**src/rtl/simd_add_pkg.sv**
```systemverilog
package simd_add_pkg;
  typedef enum logic [1:0] {
    ELEM_8  = 2'b00,
    ELEM_16 = 2'b01,
    ELEM_32 = 2'b10,
    ELEM_64 = 2'b11
  } elem_mode_e;

  localparam int unsigned SLICE_W = 8;

  // Number of byte slices per element, minus one.
  function automatic logic [2:0] span_minus1(input elem_mode_e m);
    case (m)
      ELEM_8:  span_minus1 = 3'd0;
      ELEM_16: span_minus1 = 3'd1;
      ELEM_32: span_minus1 = 3'd3;
      default: span_minus1 = 3'd7;
    endcase
  endfunction
endpackage

```
**src/rtl/simd_seg_ctrl.sv**
```systemverilog
module simd_seg_ctrl
  import simd_add_pkg::*;
#(
  parameter int unsigned NSLICE = 16
) (
  input  elem_mode_e        mode,
  input  logic [NSLICE-1:0] slice_cout,
  output logic [NSLICE-1:0] seg_start,
  output logic [NSLICE-1:0] elem_cout
);
  localparam int unsigned IDX_W = (NSLICE > 8) ? $clog2(NSLICE) : 3;

  logic [IDX_W-1:0] span_m1;
  assign span_m1 = IDX_W'(span_minus1(mode));

  for (genvar i = 0; i < NSLICE; i++) begin : g_slice
    logic [IDX_W-1:0] top_idx;
    assign seg_start[i] = ((IDX_W'(i) & span_m1) == '0);
    assign top_idx      = IDX_W'(i) | span_m1;
    assign elem_cout[i] = slice_cout[top_idx];
  end
endmodule

```
**src/rtl/simd_byte_adder.sv**
```systemverilog
module simd_byte_adder #(
  parameter int unsigned W = 8
) (
  input  logic [W-1:0] a,
  input  logic [W-1:0] b,
  input  logic         sub,
  input  logic         seg_start,
  input  logic         carry_prev,
  output logic [W-1:0] sum,
  output logic         cout
);
  logic [W-1:0] b_eff;
  logic         cin;

  assign b_eff = sub ? ~b : b;
  assign cin   = seg_start ? sub : carry_prev;
  assign {cout, sum} = {1'b0, a} + {1'b0, b_eff} + {{W{1'b0}}, cin};
endmodule

```
**src/rtl/simd_sat_clamp.sv**
```systemverilog
module simd_sat_clamp #(
  parameter int unsigned NSLICE = 16,
  parameter int unsigned SW     = 8
) (
  input  logic [NSLICE*SW-1:0] raw,
  input  logic [NSLICE-1:0]    elem_cout,
  input  logic                 sub,
  input  logic                 sat_en,
  output logic [NSLICE*SW-1:0] clamped
);
  for (genvar i = 0; i < NSLICE; i++) begin : g_clamp
    logic out_of_range;
    // Add: carry out of the element top means overflow.
    // Sub: no carry out of the element top means a borrow.
    assign out_of_range = sat_en & (sub ? ~elem_cout[i] : elem_cout[i]);
    assign clamped[i*SW +: SW] = out_of_range ? (sub ? {SW{1'b0}} : {SW{1'b1}})
                                              : raw[i*SW +: SW];
  end
endmodule

```
**src/rtl/simd_part_adder.sv**
```systemverilog
module simd_part_adder
  import simd_add_pkg::*;
#(
  parameter int unsigned DATA_W = 128
) (
  input  logic              clk,
  input  logic              rst,
  input  logic              in_valid,
  input  logic [1:0]        mode,
  input  logic              op_sub,
  input  logic              sat_en,
  input  logic [DATA_W-1:0] a,
  input  logic [DATA_W-1:0] b,
  output logic              out_valid,
  output logic [DATA_W-1:0] result
);
  localparam int unsigned NSLICE = DATA_W / SLICE_W;

  elem_mode_e        mode_e;
  logic [NSLICE-1:0] seg_start;
  logic [NSLICE-1:0] slice_cout;
  logic [NSLICE-1:0] elem_cout;
  logic [DATA_W-1:0] raw_sum;
  logic [DATA_W-1:0] next_result;

  assign mode_e = elem_mode_e'(mode);

  simd_seg_ctrl #(.NSLICE(NSLICE)) u_seg (
    .mode       (mode_e),
    .slice_cout (slice_cout),
    .seg_start  (seg_start),
    .elem_cout  (elem_cout)
  );

  for (genvar i = 0; i < NSLICE; i++) begin : g_add
    logic carry_prev;
    if (i == 0) begin : g_first
      assign carry_prev = 1'b0;
    end else begin : g_rest
      assign carry_prev = slice_cout[i-1];
    end
    simd_byte_adder #(.W(SLICE_W)) u_byte (
      .a          (a[i*SLICE_W +: SLICE_W]),
      .b          (b[i*SLICE_W +: SLICE_W]),
      .sub        (op_sub),
      .seg_start  (seg_start[i]),
      .carry_prev (carry_prev),
      .sum        (raw_sum[i*SLICE_W +: SLICE_W]),
      .cout       (slice_cout[i])
    );
  end

  simd_sat_clamp #(.NSLICE(NSLICE), .SW(SLICE_W)) u_clamp (
    .raw       (raw_sum),
    .elem_cout (elem_cout),
    .sub       (op_sub),
    .sat_en    (sat_en),
    .clamped   (next_result)
  );

  always_ff @(posedge clk) begin
    if (rst) begin
      out_valid <= 1'b0;
      result    <= '0;
    end else begin
      out_valid <= in_valid;
      if (in_valid) result <= next_result;
    end
  end
endmodule

```
**config.mk**
```make
export PLATFORM = sky130hd
export DESIGN_NAME = simd_part_adder
export DESIGN_NICKNAME = d
export VERILOG_FILES = /design/src/rtl/simd_add_pkg.sv /design/src/rtl/simd_seg_ctrl.sv /design/src/rtl/simd_byte_adder.sv /design/src/rtl/simd_sat_clamp.sv /design/src/rtl/simd_part_adder.sv
export SDC_FILE = /design/constraint.sdc
export NUM_CORES = 1
export LEC_CHECK = 0
export BUFFER_PORTS_ARGS = -buffer_cell sky130_fd_sc_hd__buf_2
export CAP_MARGIN = 20
export CORE_MARGIN = 1
export CORE_UTILIZATION = 35
export CTS_BUF_LIST = sky130_fd_sc_hd__clkbuf_8 sky130_fd_sc_hd__clkbuf_16
export DETAILED_ROUTE_END_ITERATION = 6
export GPL_TIMING_DRIVEN = 0
export HOLD_SLACK_MARGIN = 0.15
export PLACE_DENSITY_LB_ADDON = 0.05
export SLEW_MARGIN = 20
export SYNTH_ARGS = -nofsm -noshare
export SYNTH_HDL_FRONTEND = slang
export SYNTH_SLANG_ARGS = --single-unit
```
**constraint.sdc**
```tcl
create_clock -name clk -period 17.1 [get_ports clk]
set_input_delay 0.855 -clock clk [delete_from_list [all_inputs] [get_ports clk]]
set_output_delay 0.855 -clock clk [all_outputs]
set_load 0.03 [all_outputs]
```
==> results by group <==
Outcome
  – Outcome: finished clean

STA
  – Slew @ Worst Pin: between 1 and 1.5 ns
  – Hold Vio Cnt, Final: 0
  – Achievable clock frequency: between 0.06 and 0.07 GHz
  – Setup Viol. Count Final: 0
  – Period Utilization, post-route: a little over nine tenths
  – Clock Skew: 0 ns
  – Clock period minus worst slack: between 15 and 20 ns
  – Final Max Tran Viols: 0
  – Relative slew slack: between 20% and 30%

Global route
  – GRT overflow: 0
  – Layer with the highest usage: met2
  – Met3 GRT Util: ~5.7%
  – Global-route met2 utilization: between 40% and 50%
  – Largest net degree at the start of global routing: 17
  – Initial antenna violation count: 8
  – GR Util met1: 36.6%
  – First-pass GRT wire length: just over 70000 µm
  – Vias in the first global route: 11967
  – Total GRT Usage: between 20% and 30%

Die
  – Core area: between 0.03 and 0.04 mm²
  – Row Count: 67
  – Die ar.: 0.0346 mm²
  – Die Y: ~190 µm
  – Die width: between 150 and 200 µm
  – Io pins: 392
  – Initial Util: 35.5%

Setup path
  – Critical-path top delay cell: fa_1
  – Crit-path most repeated cell: fa_1
  – R2R setup slack: roughly 16 ns
  – Worst r2r path cells: 3
  – Critical R2R Launch: result[50]
  – Startpoint types: input pin
  – Critical Path Fanout Max: 14
  – Critical path's largest stage delay: 0.54 ns
  – Setup crit end kind: register
  – CP Data Required Time: approximately 17 ns
  – Crit path DAT: about 17 ns
  – Critical R2R Capture: result[50]
  – Critical path class: input pin to register

Hold path
  – Hold Path End: result[36]
  – Hold Path Class: register to register
  – Hold path startpoint: result[36]
  – Hold path depth: 2

Logic synthesis
  – Syn avg cell area: 8.04 µm²
  – Yosys warns: 0
  – Most used flip-flop cell after synthesis: dfxtp_1
  – Syn Inst Count: 1476
  – Flops & latches, synth: 129
  – Async set-reset flop share out of synthesis: 0%
  – Post-synth EDFFs: 0
  – Mapped cell area: roughly 0.012 mm²
  – Seq/Total Area, Yosys: between 20% and 30%
  – Netlist cell types: 66
  – Net Count, Synth: about 1900

Route
  – Initial drt markers: between 700 and 800
  – Pre-Repair DR Iteration Count: 7
  – DRC Markers: 0
  – Routed length per instance: ~21 µm
  – DRT antenna net count: 0
  – Vias per cell: roughly 5.3
  – Detailed-route via count: between 10000 and 15000
  – Total wire length: around 50000 µm

Final layout
  – Layout cells sized above 1: about 25%
  – Layout area overhead: 28.1%
  – Finished Core Util: 45.4%
  – Final net count: approximately 2300

Power
  – PwrDens: between 90 and 100 mW/mm²
  – Switching portion of total power: about two fifths
  – Total Power: ~0.0015 W
  – Net Sw Power: ~0.00060 W
  – Int Power: 0.000885 W
  – VDD IR max: roughly 0.000077 V
  – Seq pwr share: about a quarter
  – Leak: between 7 and 8 nW
  – Clock power share: between 20% and 30%
  – Combinational power share: 46.0%

Placed design
  – RePlAce Congestion: approximately 0.93
  – Port bufs: slightly below 400
  – Hpwl dp: between 40000 and 50000 µm

Job
  – Max-Cap Viols: 0

Clocking
  – Worst-Skew Late Latency: 0.44 ns
  – CTS H-tree depth: 4
  – CTS tree: done
  – # clock sinks: 129
  – Clock transition at the registers of the reported paths: around 0.06 ns
  – Max Root-Sink Buffers: 2
  – Clock Root Buffer: clkbuf_16
  – Cts bufs inserted: 17
-- routing by layer --
layer,vias up,part of all wire [%],routed length (µm)
met2,428,47,23500
met4,4,2.7,1370
met1,5867,44,21900
met3,61,6.3,3140
li1,6125,-,-
met5,-,0.044,22
-- layout make-up --
class	instances	area [µm²]
Tap cell	448	561
Clock inverter	13	233
Antenna cell	6	15.0
Buffer	57	254
Timing Repair Buffer	390	1960
Multi-Input combinational cell	1224	8900
Fill cell	3426	18300
Clock buffer	19	453
Inverter	65	244
Sequential cell	129	2580
-- kinds of logic after synthesis --
kind of cell    count (synthesis)  share of synthesized area [%]
mux                            11                           1.05
flops                         129                           21.8
compound gates                430                           24.4
fa+ha+maj                     142                           16.9
buf+inv                       123                           3.92
xor+xnor                      202                           14.9
simple gates                  439                           17.0
-- cells in the final DEF (no fill, tap or decap), types with 11 or more instances in the layout --
cell type and count:
a211oi_1 24, a21o_1 12, a21oi_1 80, a311oi_1 11, a31oi_1 14, buf_2 391
clkbuf_1 40, clkbuf_16 17, dfxtp_1 129, fa_1 30, ha_1 112, inv_1 64
nand2_1 102, nand2b_1 18, nand3_1 23, nor2_1 158, nor2b_1 35, nor3_1 52
o2111ai_1 12, o211ai_1 29, o21a_1 36, o21ai_0 100, xnor2_1 71, xor2_1 130
-- state kept, by name, indices dropped and copies added, names as in the netlist --
name,count
result,128
out_valid,1
-- how the worst max path moves through the flow --
stage / startpoint / end / slack, ns / cells past startpoint
2_1_floorplan: op_sub / result[34] / 2.91 / 60
3_3_place_gp: op_sub / result[37] / -1.80 / 61
3_5_place_dp: op_sub / result[35] / -1.26 / 61
4_1_cts: op_sub / result[102] / 0.02 / 61
5_1_grt: op_sub / result[21] / -0.002 / 60
6_report: op_sub / result[41] / 0.83 / 60
-- synth_stat cells (6+ instances only) --
master	number	share of area (%)
o41ai_1	6	0.44
a21boi_0	7	0.44
o311ai_0	6	0.44
nor2b_1	35	1.8
xnor2_1	71	5.2
a211oi_1	25	1.6
o21ai_0	104	4.4
a21o_1	12	0.76
or2_2	7	0.37
a31oi_1	15	0.79
a311oi_1	11	0.81
o221a_2	10	0.95
xor2_1	131	9.7
o31ai_1	8	0.51
nor2_1	160	5.1
a21oi_1	81	3.4
o2111ai_1	12	0.89
o31a_1	9	0.66
o211ai_1	29	1.8
fa_1	30	5.1
nor3_1	52	2.2
buf_1	7	0.22
o22ai_1	7	0.37
inv_1	64	2.0
or3_1	10	0.53
mux2i_1	8	0.68
and2_1	7	0.37
nand3_1	23	0.97
ha_1	112	12
nand2_1	102	3.2
o21a_1	36	2.3
clkbuf_1	48	1.5
nand2b_1	18	0.95
dfxtp_1	129	22
-- stage by stage --
stage / TNS [ns] / cells / hold WS (ns) / cell area (µm²) / setup slack, ns
floorplan: 0 / 1476 / 0.566 / 11900 / 2.91
global placement: -125.46 / 2313 / 0.432 / 14400 / -1.80
detailed placement: -113.02 / 2313 / 0.438 / 14400 / -1.26
CTS: 0 / 2344 / 0.451 / 15100 / 0.0164
global route: -0.00154 / 2348 / 0.475 / 15200 / -0.00154
finish: 0 / 2351 / 0.449 / 15200 / 0.829
-- repair_timing --
action / 4_1_cts / 5_1_grt
setup buffers: 0 / 1
pin swaps: 0 / 2
hold buffers: 0 / 0
gates resized for setup: 13 / 27
endpoints found under the setup margin: 127 / 128
endpoints found under the hold margin: 0 / 0
-- critical path: cells and delay by family --
kind,cells,cell delay (ns)
adders and majority gates,15,6.93
AOI/OAI and AO/OA,23,4.57
and+or+nand+nor,17,2.84
buffers and inverters,3,0.86
muxes,1,0.40
xor gates and xnor gates,1,0.10
-- power by group through the flow --
stage	combinational, W	sequential [W]	clock, W
finish	0.000685	0.000370	0.000434
global route	0.000750	0.000374	0.000451
CTS	0.000679	0.000369	0.000440
global placement	0.000669	0.000375	0
detailed placement	0.000673	0.000376	0
floorplan	0.000374	0.000460	0
(Power assumes the default switching activity.)
